===== config.mk =====
export PLATFORM = sky130hd
export DESIGN_NAME = adc_seq
export DESIGN_NICKNAME = d
export VERILOG_FILES = /design/src/rtl/adc_seq.sv
export SDC_FILE = /design/constraint.sdc
export NUM_CORES = 1
export LEC_CHECK = 0
export BUFFER_PORTS_ARGS = -buffer_cell sky130_fd_sc_hd__buf_4
export CAP_MARGIN = 10
export CORE_MARGIN = 5
export CORE_UTILIZATION = 61
export CTS_CLUSTER_DIAMETER = 120
export DETAILED_ROUTE_END_ITERATION = 8
export PLACE_DENSITY = 0.83
export SLEW_MARGIN = 5
export SYNTH_ARGS = -nofsm -noshare
export SYNTH_HDL_FRONTEND = slang
export SYNTH_SLANG_ARGS = --single-unit

===== constraint.sdc =====
create_clock -name clk -period 4.38 [get_ports clk]
set_clock_uncertainty 0.1 [all_clocks]
set_input_delay 0.876 -clock clk [delete_from_list [all_inputs] [get_ports clk]]
set_output_delay 0.876 -clock clk [all_outputs]
set_load 0.03 [all_outputs]

===== src/rtl/adc_seq.sv =====
module adc_seq #(
  parameter int WAKE_CYC = 250,
  parameter int BUS_ADD  = 5,
  parameter int HS_ADD   = 4,
  parameter int CW       = 16,
  parameter int OUT_W    = 16,
  parameter int CYC_W    = 24
) (
  input  logic             clk,
  input  logic             rst_n,
  input  logic             adck_tick,
  input  logic             start,
  input  logic             long_smp,
  input  logic [1:0]       lsmp_sel,
  input  logic             hs_mode,
  input  logic [1:0]       res_mode,
  input  logic [2:0]       avg_sel,
  input  logic             slow_start,
  input  logic             clk_ready,
  input  logic             cmp_in,
  output logic             busy,
  output logic             done,
  output logic             sample_hold,
  output logic [OUT_W-1:0] dac_code,
  output logic [OUT_W-1:0] result,
  output logic [CYC_W-1:0] cycle_count
);
  localparam int ACC_W = OUT_W + 5;
  localparam int BW    = $clog2(OUT_W);

  typedef enum logic [2:0] {S_IDLE, S_BUS, S_WAKE, S_START, S_SMP, S_SAR, S_HS} st_t;
  st_t st;

  logic [CW-1:0]    cnt;
  logic [CYC_W-1:0] cyc;
  logic [BW-1:0]    bitk;
  logic [OUT_W-1:0] sar;
  logic [ACC_W-1:0] acc;
  logic [5:0]       conv_left;
  logic             c_long, c_hs, c_slow, c_ready;
  logic [1:0]       c_sel, c_mode;
  logic [2:0]       c_shift;

  logic [4:0]       nbits;
  logic [4:0]       smp_len;
  logic [2:0]       shift_in;
  logic [OUT_W-1:0] trial, conv_now;
  logic             sar_last, conv_end;
  logic [ACC_W-1:0] acc_sum;

  always_comb begin
    case (c_mode)
      2'd0: nbits = 5'd8;
      2'd1: nbits = 5'd10;
      2'd2: nbits = 5'd12;
      default: nbits = 5'd16;
    endcase
    if (!c_long) smp_len = 5'd3;
    else case (c_sel)
      2'd0: smp_len = 5'd23;
      2'd1: smp_len = 5'd15;
      2'd2: smp_len = 5'd9;
      default: smp_len = 5'd5;
    endcase
    case (avg_sel)
      3'd0: shift_in = 3'd0;
      3'd1: shift_in = 3'd2;
      3'd2: shift_in = 3'd3;
      3'd3: shift_in = 3'd4;
      default: shift_in = 3'd5;
    endcase
  end

  assign trial    = sar | (OUT_W'(1) << bitk);
  assign conv_now = cmp_in ? trial : sar;
  assign sar_last = (st == S_SAR) && adck_tick && (bitk == '0);
  assign acc_sum  = acc + (sar_last ? ACC_W'(conv_now) : '0);
  assign conv_end = (sar_last && !c_hs) ||
                    ((st == S_HS) && adck_tick && (cnt == CW'(HS_ADD - 1)));

  assign busy        = (st != S_IDLE);
  assign sample_hold = (st == S_BUS) || (st == S_WAKE) || (st == S_START) || (st == S_SMP);
  assign dac_code    = (st == S_SAR) ? trial : '0;

  always_ff @(posedge clk or negedge rst_n) begin
    if (!rst_n) begin
      st <= S_IDLE; cnt <= '0; cyc <= '0; bitk <= '0; sar <= '0; acc <= '0;
      conv_left <= '0; c_long <= 1'b0; c_hs <= 1'b0; c_slow <= 1'b0; c_ready <= 1'b0;
      c_sel <= '0; c_mode <= '0; c_shift <= '0;
      done <= 1'b0; result <= '0; cycle_count <= '0;
    end else begin
      done <= 1'b0;
      if (start) begin
        st <= S_BUS; cnt <= '0; cyc <= '0; acc <= '0; sar <= '0; bitk <= '0;
        conv_left <= 6'd1 << shift_in; c_shift <= shift_in;
        c_long <= long_smp; c_sel <= lsmp_sel; c_hs <= hs_mode; c_mode <= res_mode;
        c_slow <= slow_start; c_ready <= clk_ready;
      end else begin
        if (busy) cyc <= cyc + 1'b1;
        case (st)
          S_BUS:
            if (cnt == CW'(BUS_ADD - 1)) begin
              cnt <= '0;
              st  <= c_ready ? S_START : S_WAKE;
            end else cnt <= cnt + 1'b1;
          S_WAKE:
            if (cnt == CW'(WAKE_CYC - 1)) begin
              cnt <= '0;
              st  <= S_START;
            end else cnt <= cnt + 1'b1;
          S_START:
            if (adck_tick) begin
              if (cnt == (c_slow ? CW'(4) : CW'(2))) begin
                cnt <= '0;
                st  <= S_SMP;
              end else cnt <= cnt + 1'b1;
            end
          S_SMP:
            if (adck_tick) begin
              if (cnt == CW'(smp_len - 5'd1)) begin
                cnt  <= '0;
                sar  <= '0;
                bitk <= BW'(nbits - 5'd1);
                st   <= S_SAR;
              end else cnt <= cnt + 1'b1;
            end
          S_SAR:
            if (adck_tick) begin
              sar <= conv_now;
              if (bitk == '0) begin
                acc <= acc_sum;
                if (c_hs) begin
                  cnt <= '0;
                  st  <= S_HS;
                end
              end else bitk <= bitk - 1'b1;
            end
          S_HS:
            if (adck_tick && !conv_end) cnt <= cnt + 1'b1;
          default: ;
        endcase
        if (conv_end) begin
          cnt <= '0;
          if (conv_left == 6'd1) begin
            st          <= S_IDLE;
            done        <= 1'b1;
            result      <= OUT_W'(acc_sum >> c_shift);
            cycle_count <= cyc + 1'b1;
          end else begin
            conv_left <= conv_left - 1'b1;
            st        <= S_SMP;
          end
        end
      end
    end
  end
endmodule



==> key figures, run 1 <==
Yosys
  • Mean post-synth cell area: 8.40 µm²
  • Sequential share of the synthesized area: 39.1%
  • Yosys reg bits: 142
  • Mapped Cells: 1,081
  • Post-synthesis instance area: 0.00908 mm²
  • Post-synth ARST share: 100%
  • Primary FF master, synth: dfrtp_1
  • Post-synth EDFFs: 0
  • Yosys Warn Count: 0
  • Syn Nets: 1,126
  • Netlist cell types: 83

Min path
  • Hold Startpoint: cycle_count[17]$_DFFE_PN0P_
  • Worst hold endpoint: cycle_count[17]$_DFFE_PN0P_
  • Worst Hold Depth: 2
  • Hold crit path type: register to register

STA
  • Setup TNS: 0 ns
  • Hold WS: 0.376 ns
  • Final Hold Fails: 0
  • Final worst setup slack: 0.245 ns
  • RSZ-0062 raised after global routing: no
  • Max-slew violations: 0
  • Worst slew margin: 40.1%
  • Period minus WS final: 4.14 ns
  • Final setup fails: 0
  • Tcrit/Tclk final: 94.4%
  • Max Clk Rate: 242 MHz
  • Slew @ Worst Pin: 0.898 ns

Clock tree
  • Clock Sink Count: 142
  • Skew-Pair Late Insertion Delay: 0.43 ns
  • Post-CTS Setup Bufs: 0
  • Worst-case clock buffer depth: 2
  • Clock transition at path regs: 0.07 ns
  • H-tree depth: 4
  • Post-CTS sizing: 0
  • Cts hold-fix bufs: 0
  • CTS tree: done
  • Total CTS buffers: 17
  • Clock root cell: clkbuf_16

Drt
  • DR vias: 8,166
  • DRC violations left: 0
  • Wire length per cell: 16.8 µm
  • Metal-1 WL: 9640 µm
  • Top routing layer in use: met4
  • Vias per std cell: 6.14
  • Post-Route WL: 22,300 µm
  • WL met3: 1290 µm
  • Final ANT Viol Nets: 0
  • Drt first-iter violations: 859
  • Routed length on met2: 10,800 µm
  • First-pass iteration count of the detailed router: 6

Global route
  • GRT Overall Usage: 25.9%
  • Largest net degree at the start of global routing: 98
  • Number of global-route vias before repair: 7,865
  • First-pass GRT wire length: 38,100 µm
  • Grt ovf: 0
  • Initial antenna violation count: 0

Setup path
  • RR Startpoint: bitk[1]$_DFFE_PN0P_
  • Startpoint types: register
  • Critical path class: register to register
  • Reg2Reg Setup Slack: 0.24 ns
  • RR Endpoint: result[12]$_DFFE_PN0P_
  • Crit Path Max Fanout: 35
  • CP max stage cell: dfrtp_1
  • Crit path DAT: 4.31 ns
  • R2R depth: 13
  • Worst Setup End Kind: register
  • Critical Path Max Stage Delay: 0.52 ns
  • CP Data Required Time: 4.55 ns
  • Crit path cell chain: nor4_4 > nand3_2 > buf_12 > nor2_1 > ha_1 > a21o_1 > a21oi_1 > a21oi_1 > or3b_2 > a22oi_1 > mux4_2 > a31o_1 > a41oi_1
  • Most common cell on crit path: a21oi_1

Place
  • Area after DPL: 0.00980 mm²
  • Routability cong.: 0.914
  • Detailed placer's ending HPWL: 15,500 µm
  • PortBufs: 74
  • Pre-CTS setup slack: 0.219 ns

Floorplanning
  • I/O pin count: 75
  • Core region area: 0.0146 mm²
  • Initial core utilization: 62.3%
  • Die Wd: 132 µm
  • Die area: 0.0174 mm²
  • Rows: 44
  • Overall die height: 132 µm

Power
  • Peak supply drop: 0.307 mV
  • PD cells: 327 mW/mm²
  • Pleak: 4.53 nW

Job
  • Maximum capacitance violations: 0

Run status
  • Outcome: completed

Finish
  • Final core occ: 71.2%
  • Final nets: 1,178
  • Fill count: 1,150
  • Post-route cell area: 0.0104 mm²
  • Layout area overhead: 14.4%
  • Layout cell share with drive strength beyond 1: 14.7%
  • Inserted Diodes: 0
[Yosys cell counts, types with 3 or more instances]
library cell    n  share of area [%]
a211oi_1       11               0.91
inv_1          29                1.2
mux2i_1         9               0.99
nor4_1          4               0.28
or3_1           9               0.62
o21a_1          6               0.50
nand2b_1       17                1.2
and2_1         15                1.0
nor2_1        150                6.2
o21ai_0        76                4.2
mux4_2          7                1.7
a31oi_1         7               0.48
buf_2          14               0.77
nor3b_1         4               0.33
nor4_2          3               0.41
dfrtp_1       142                 39
a211o_1         6               0.58
nand2_1       143                5.9
ha_1           28                3.9
clkbuf_1       42                1.7
o22ai_1         4               0.28
and3_1         16                1.1
o21ai_1        10               0.55
a21oi_1        99                5.5
nand4_1         9               0.62
xor2_1         29                2.8
a21o_1          7               0.58
o211ai_1        7               0.58
o221ai_1        3               0.29
o2111ai_1       5               0.48
buf_1           6               0.25
nor3_1         17               0.94
xnor2_1        35                3.4
a41oi_1         3               0.29
nor2b_1         6               0.41
o31ai_1         6               0.50
nand3_1        28                1.5
mux2_2          8               0.99
o311a_1         3               0.33
[power breakdown]
group	leakage, nW	switching, W	internal [W]	total, W
clock network	0.291	0.000613	0.000866	0.00148
logic	2.29	0.000325	0.000188	0.000513
registers	1.95	0.0000577	0.00135	0.00141
[state kept, by name, indices dropped and copies added (netlist names)]
name         count
c_slow           1
c_long           1
bitk             4
cycle_count     24
cyc             24
c_mode           2
cnt             16
c_shift          3
sar             16
conv_left        6
acc             21
done             1
c_hs             1
c_ready          1
st               3
result          16
c_sel            2
[per-layer routing]
| layer | GRT usage [%] | vias to the layer above |
|---|---|---|
| met5 | 0 | - |
| met1 | 35.6 | 3886 |
| met2 | 41.3 | 317 |
| li1 | - | 3900 |
| met3 | 4.92 | 63 |
| met4 | 8.57 | 0 |
[stage by stage]
| stage | power (W) | instances |
|---|---|---|
| final | 0.00340 | 1330 |
| after global routing | 0.00355 | 1330 |
| after CTS | 0.00341 | 1330 |
| after detailed placement | 0.00194 | 1298 |
| after global placement | 0.00193 | 1298 |
| after floorplan | 0.00179 | 1081 |
[worst max-delay path, delay by kind of cell, from the launching register on]
kind                       cells  cell delay (ns)
muxes                          1             0.35
buffers and inverters          1             0.21
and+or+nand+nor                4             1.15
adders and majority gates      1             0.29
AOI/OAI and AO/OA              6             1.32
DFF                            1             0.52
[cells in the final DEF (no fill, tap or decap), drive strengths merged, types with 7 or more instances in the layout]
cell / netlist / layout
a211oi: 12 / 12
a21o: 7 / 7
a21oi: 100 / 100
a31oi: 7 / 7
and2: 15 / 15
and3: 16 / 16
buf: 21 / 96
clkbuf: 42 / 18
dfrtp: 142 / 142
ha: 28 / 28
inv: 30 / 36
mux2: 8 / 8
mux2i: 9 / 9
mux4: 7 / 7
nand2: 143 / 143
nand2b: 17 / 17
nand3: 30 / 30
nand4: 10 / 10
nor2: 151 / 151
nor3: 18 / 18
nor4: 9 / 9
o211ai: 7 / 7
o21ai: 86 / 86
o31ai: 7 / 7
or3: 9 / 9
xnor2: 35 / 35
xor2: 29 / 29
[layout make-up]
cell class,instances,area [µm²],area share [%]
Sequential cell,142,3550,34.2
Clock inverter,14,156,1.50
Tap cell,184,230,2.22
Inverter,30,113,1.08
Multi-Input combinational cell,846,5160,49.7
Clock buffer,18,439,4.23
Timing Repair Buffer,96,737,7.09
[worst max-delay path by stage]
| stage | depth (start not counted) | from | slack, ns | end |
|---|---|---|---|---|
| floorplan | 16 | bitk[0]$_DFFE_PN0P_ | 0.40 | result[14]$_DFFE_PN0P_ |
| global placement | 13 | cmp_in | 0.30 | result[14]$_DFFE_PN0P_ |
| finish | 13 | bitk[1]$_DFFE_PN0P_ | 0.24 | result[12]$_DFFE_PN0P_ |
| global route | 13 | bitk[1]$_DFFE_PN0P_ | 0.02 | result[12]$_DFFE_PN0P_ |
| detailed placement | 13 | cmp_in | 0.22 | result[15]$_DFFE_PN0P_ |
| CTS | 14 | bitk[1]$_DFFE_PN0P_ | 0.31 | result[14]$_DFFE_PN0P_ |
[logic make-up after synthesis]
kind of cell | synth area share [%]
fa+ha+maj | 4.08
buf+inv | 4.12
mux | 3.72
flops | 39.1
xor+xnor | 6.17
compound gates | 19.9
simple gates | 22.9
No activity file was read; power rests on OpenSTA's default activity.
==> run 2: changes to the inputs <==
--- a/config.mk
+++ b/config.mk
@@ -12,6 +12,7 @@
 export CTS_CLUSTER_DIAMETER = 120
 export DETAILED_ROUTE_END_ITERATION = 8
 export PLACE_DENSITY = 0.83
+export RECOVER_POWER = 50
 export SLEW_MARGIN = 5
 export SYNTH_ARGS = -nofsm -noshare
 export SYNTH_HDL_FRONTEND = slang
==> constraint.sdc (replaced) <==
create_clock -name clk -period 4.38 [get_ports clk]
set_clock_uncertainty 0.1 [all_clocks]
set_input_delay 0.876 -clock clk [delete_from_list [all_inputs] [get_ports clk]]
set_output_delay 0.876 -clock clk [all_outputs]
set_load 0.1 [all_outputs]
==> key figures, run 2 (synthesized netlist as in run 1, its figures left out) <==
Setup path
  • Worst Setup End Kind: register
  • Crit path cell chain: nor4_4 > nand3_2 > nor2_1 > ha_1 > inv_1 > fa_1 > nand2b_1 > a21oi_2 > o2111ai_2 > and3_1 > o41ai_1 > o211ai_1 > o221a_2 > a221oi_2
  • CP Data Required Time: 4.61 ns
  • Critical path class: register to register
  • Family with the most delay on the worst path: compound AO/OA/AOI/OAI gates
  • Crit path DAT: 4.34 ns
  • RR Startpoint: bitk[1]$_DFFE_PN0P_
  • RR Endpoint: result[14]$_DFFE_PN0P_
  • Worst setup startpoint: bitk[1]$_DFFE_PN0P_
  • Reg2Reg Setup Slack: 0.27 ns
  • R2R depth: 14
  • Critical Path Max Stage Delay: 0.51 ns
  • Startpoint types: register
  • CP max stage cell: dfrtp_1
  • WP buf/inv: 1
  • Crit Path Max Fanout: 10

Clock tree
  • Clock root cell: clkbuf_16
  • Clock Sink Count: 142
  • H-tree depth: 4
  • Total CTS buffers: 17
  • Skew-Pair Late Insertion Delay: 0.43 ns
  • Clock transition at path regs: 0.06 ns
  • Worst-case clock buffer depth: 2
  • CTS tree: done

Place
  • PortBufs: 74
  • Routability cong.: 0.914
  • Detailed placer's ending HPWL: 15,500 µm
  • Placed cell count: 1,298
  • Pre-CTS setup slack: 0.219 ns

Drt
  • Final ANT Viol Nets: 0
  • Drt first-iter violations: 797
  • Vias per std cell: 6.10
  • Wire length per cell: 16.8 µm
  • DR vias: 8,117
  • First-pass iteration count of the detailed router: 6
  • Post-Route WL: 22,300 µm
  • DRC violations left: 0

Min path
  • Worst Hold Depth: 2
  • Hold crit path type: register to register
  • Hold Startpoint: cycle_count[17]$_DFFE_PN0P_
  • Worst hold endpoint: cycle_count[17]$_DFFE_PN0P_

Floorplanning
  • Overall die height: 132 µm
  • Rows: 44
  • Initial core utilization: 62.3%
  • Core region area: 0.0146 mm²
  • Die Wd: 132 µm
  • I/O pin count: 75
  • Die area: 0.0174 mm²

STA
  • Final setup fails: 0
  • Worst slew margin: -62.1%
  • RSZ-0062 raised after global routing: no
  • Hold WS: 0.373 ns
  • Slew @ Worst Pin: 2.43 ns
  • Setup TNS: 0 ns
  • Max Clk Rate: 243 MHz
  • Period minus WS final: 4.11 ns
  • Final Hold Fails: 0
  • Final worst setup slack: 0.269 ns
  • Tcrit/Tclk final: 93.9%
  • Max-slew violations: 180

Global route
  • Largest net degree at the start of global routing: 98
  • First-pass GRT wire length: 38,100 µm
  • Grt ovf: 0
  • Number of global-route vias before repair: 7,865
  • Initial antenna violation count: 0
  • GRT Overall Usage: 25.9%

Finish
  • Most frequent cells in the layout: 150 x nor2_1, 142 x nand2_1, 142 x dfrtp_1
  • Layout cell share with drive strength beyond 1: 14.0%
  • Final nets: 1,178
  • Inserted Diodes: 0
  • Layout Cells excl Fill: 1,330
  • Final core occ: 70.9%
  • Fill count: 1,162
  • Most common cell after layout, fill and taps aside: nor2_1
  • Layout area overhead: 13.9%
  • Biggest regs: cyc: 24 flops, cycle_count: 24 flops, acc: 21 flops

Power
  • Peak supply drop: 0.307 mV
  • Pleak: 4.49 nW
  • PD cells: 331 mW/mm²

Run status
  • Outcome: finished, violations left
  • Violations in the final reports: capacitance limit, slew limit

Job
  • Maximum capacitance violations: 2
==> run 2: changes by cell type in the layout (fill, tap and decap cells not counted), sizes merged <==
cell,delta
buf,-11
clkbuf,+11
==> run 2: area by class of cell <==
class	instances	area (µm²)	area share, %
timing repair buffer	96	694	6.71
multi-input combinational	846	5160	49.9
inverter	30	113	1.09
clock buffer	18	439	4.24
sequential	142	3550	34.3
tap	184	230	2.22
clock inverter	14	156	1.51
==> run 2: tightest hold or removal path: stages (launching register included) <==
cell and delay [ns]:
dfrtp_1 0.34, nand2_1 0.04, o21ai_0 0.06
==> run 2: timing repair <==
| action | CTS | global route |
|---|---|---|
| setup endpoints to repair | 0 | 1 |
| hold buffers | 0 | 0 |
| buffers inserted | 0 | 0 |
| gates resized for setup | 0 | 1 |
==> run 2: metrics by stage <==
step | total power (W) | area (µm²)
6_report | 0.00342 | 10300
5_1_grt | 0.00357 | 10300
4_1_cts | 0.00344 | 10400
3_5_place_dp | 0.00197 | 9800
3_3_place_gp | 0.00196 | 9800
2_1_floorplan | 0.00181 | 9080
==> run 2: metal layers <==
layer	vias to the layer above	part of all wire, %	global-route usage, %
li1	3901	-	-
met1	3880	44	35.6
met2	282	48	41.3
met3	54	5.4	4.92
met4	0	2.5	8.57
met5	-	0	0
==> run 2: worst max-delay path by stage <==
stage	end	depth (start not counted)
finish	result[14]$_DFFE_PN0P_	14
global route	result[12]$_DFFE_PN0P_	13
CTS	result[14]$_DFFE_PN0P_	14
detailed placement	result[15]$_DFFE_PN0P_	13
global placement	result[14]$_DFFE_PN0P_	13
floorplan	result[14]$_DFFE_PN0P_	16
==> run 2: power by group <==
group	switching (W)	internal [W]
combinational	0.000356	0.000180
clock	0.000612	0.000866
sequential	0.0000575	0.00135
total	0.00103	0.00240
==> run 3: changes to the inputs <==
--- a/config.mk
+++ b/config.mk
@@ -5,9 +5,9 @@
 export SDC_FILE = /design/constraint.sdc
 export NUM_CORES = 1
 export LEC_CHECK = 0
+export ABC_AREA = 1
 export BUFFER_PORTS_ARGS = -buffer_cell sky130_fd_sc_hd__buf_4
 export CAP_MARGIN = 10
-export CORE_MARGIN = 5
 export CORE_UTILIZATION = 61
 export CTS_CLUSTER_DIAMETER = 120
 export DETAILED_ROUTE_END_ITERATION = 8
==> key figures, run 3 <==
Drt
  • Final ANT Viol Nets: 0
  • Vias per std cell: 5.82
  • Post-Route WL: 24,500 µm
  • DRC violations left: 0
  • DR vias: 9,525
  • First-pass iteration count of the detailed router: 6
  • Wire length per cell: 15.0 µm
  • Drt first-iter violations: 945

Setup path
  • Worst Setup End Kind: register
  • CP max stage cell: clkbuf_1
  • Crit path cell chain: clkbuf_1 > inv_1 > clkbuf_1 > nand4_1 > nand4_1 > nand2_4 > inv_2 > nor2_1 > nand2_1 > o22ai_1
  • Critical Path Max Stage Delay: 1.09 ns
  • Worst setup startpoint: start
  • Critical path class: input pin to register
  • Crit Path Max Fanout: 37
  • Startpoint types: input pin
  • Family with the most delay on the worst path: buffers and inverters
  • Crit path DAT: 4.11 ns
  • WP buf/inv: 4
  • RR Startpoint: bitk[3]$_DFFE_PN0P_
  • CP Data Required Time: 4.63 ns

Clock tree
  • Worst-case clock buffer depth: 2
  • Clock Sink Count: 142
  • Total CTS buffers: 17
  • Cts hold-fix bufs: 0
  • CTS tree: done
  • Clock root cell: clkbuf_16
  • Clock transition at path regs: 0.06 ns
  • Post-CTS sizing: 0
  • Post-CTS Setup Bufs: 0
  • H-tree depth: 4
  • Skew-Pair Late Insertion Delay: 0.44 ns

Global route
  • Number of global-route vias before repair: 8,809
  • Grt ovf: 0
  • Initial antenna violation count: 0
  • GRT Overall Usage: 32.1%
  • Largest net degree at the start of global routing: 74
  • First-pass GRT wire length: 41,300 µm

Yosys
  • Post-synth ARST share: 100%
  • Area contributors post-synth: dfrtp_1 37%, nand2_1 14%, nand3_1 8.3%
  • Count leader, synth: nand2_1
  • Synth top area share: 37.4%
  • Syn Nets: 1,425
  • Mean post-synth cell area: 6.88 µm²
  • Yosys Warn Count: 0
  • Leading area contributor after synthesis: dfrtp_1
  • Mapped Cells: 1,380
  • Netlist cell types: 45
  • Primary FF master, synth: dfrtp_1
  • Post-synthesis instance area: 0.00950 mm²
  • Post-synth EDFFs: 0
  • Yosys reg bits: 142
  • Sequential share of the synthesized area: 37.4%
  • Synth cell count leaders: 366 x nand2_1, 183 x inv_1, 157 x nand3_1

Power
  • Peak supply drop: 0.494 mV
  • PD cells: 351 mW/mm²
  • Pleak: 5.19 nW
  • Overall power: 0.00372 W

Finish
  • Final core occ: 69.8%
  • Inserted Diodes: 0
  • Area occupied by multi-input gates: 0.00500 mm²
  • Most common cell after layout, fill and taps aside: nand2_1
  • Layout cell share with drive strength beyond 1: 9.59%
  • Most frequent cells in the layout: 366 x nand2_1, 183 x inv_1, 157 x nand3_1
  • Layout area overhead: 11.6%
  • Reg area: 0.00355 mm²
  • Biggest regs: cyc: 24 flops, cycle_count: 24 flops, acc: 21 flops
  • Fill count: 1,295
  • Final nets: 1,482

STA
  • Slew @ Worst Pin: 1.89 ns
  • Max Clk Rate: 259 MHz
  • Tcrit/Tclk final: 88.2%
  • Final Hold Fails: 0
  • Period minus WS final: 3.86 ns
  • Final setup fails: 0
  • Max-slew violations: 183
  • Setup TNS: 0 ns
  • RSZ-0062 raised after global routing: no
  • Worst slew margin: -25.9%

Run status
  • Outcome: finished, violations left
  • Violations in the final reports: capacitance limit, slew limit

Floorplanning
  • Overall die height: 127 µm
  • Initial core utilization: 62.5%
  • Die Wd: 127 µm
  • Core region area: 0.0152 mm²
  • Rows: 45
  • I/O pin count: 75
  • Die area: 0.0161 mm²

Place
  • PortBufs: 74
  • Routability cong.: 0.959
  • Detailed placer's ending HPWL: 17,700 µm

Min path
  • Hold crit path type: register to register
  • Hold Startpoint: cycle_count[22]$_DFFE_PN0P_

Job
  • Maximum capacitance violations: 3
-- run 3: changes by cell type after synthesis, sizes merged, moves of 14 or more --
cell | before | now
a21oi | 100 | 47
xnor2 | 35 | 1
nand2 | 143 | 371
nand3 | 30 | 160
and3 | 16 | 0
nand2b | 17 | 0
and2 | 15 | 1
inv | 30 | 195
o21ai | 86 | 123
clkbuf | 42 | 21
o22ai | 4 | 19
nor2 | 151 | 133
-- run 3: final timing paths --
path                                                to  slack, ns  depth (start not counted)
min in group asynchronous          acc[15]$_DFFE_PN0P_       0.81                          1
max in group asynchronous   cycle_count[2]$_DFFE_PN0P_       0.78                          2
setup reg to reg                result[10]$_DFFE_PN0P_       0.62                         22
hold reg to reg            cycle_count[22]$_DFFE_PN0P_       0.38                          2
hold / removal             cycle_count[22]$_DFFE_PN0P_       0.38                          2
setup / recovery                    cnt[7]$_DFFE_PN0P_       0.52                         10
-- run 3: layout make-up --
| type | instances | area share [%] |
|---|---|---|
| clock buffer | 18 | 4.14 |
| clock inverter | 13 | 1.11 |
| inverter | 197 | 7.04 |
| multi-input combinational | 1000 | 47.1 |
| sequential | 142 | 33.5 |
| tap | 188 | 2.22 |
| timing repair buffer | 79 | 4.87 |
-- run 3: worst min-delay path: cells and delay by family, from the launching register on --
| family | cells | cell delay (ns) |
|---|---|---|
| compound gates | 1 | 0.05 |
| simple gates | 1 | 0.06 |
| flops | 1 | 0.34 |
-- run 3: cell families after synthesis --
logic type	Yosys count	synth area share (%)
XOR/XNOR	31	2.86
AND/OR/NAND/NOR	725	33.3
buffers and inverters	238	10.0
flip-flops	142	37.4
AO/OA/AOI/OAI	215	12.5
adder cells (fa/ha/maj)	29	3.90
-- run 3: power breakdown --
part / total (W) / switching (W) / internal, W
Sequential: 0.00145 / 0.0000848 / 0.00137
Combinational: 0.000887 / 0.000667 / 0.000220
Clock: 0.00138 / 0.000590 / 0.000793
-- run 3: through the flow --
stage | hold WS, ns | area, µm² | worst slack [ns] | cells
2_1_floorplan | 0.342 | 9500 | 0.804 | 1380
3_3_place_gp | 0.366 | 10100 | 0.716 | 1606
3_5_place_dp | 0.370 | 10100 | 0.676 | 1606
4_1_cts | 0.382 | 10700 | 0.716 | 1637
5_1_grt | 0.395 | 10600 | 0.154 | 1637
6_report | 0.380 | 10600 | 0.516 | 1637
-- run 3: metal layers --
metal,track usage (%),vias to the layer above,part of all wire (%)
li1,-,4603,-
met1,43.8,4408,43
met4,14.7,0,3.8
met2,50.7,424,45
met5,0,-,0
met3,5.10,90,7.5
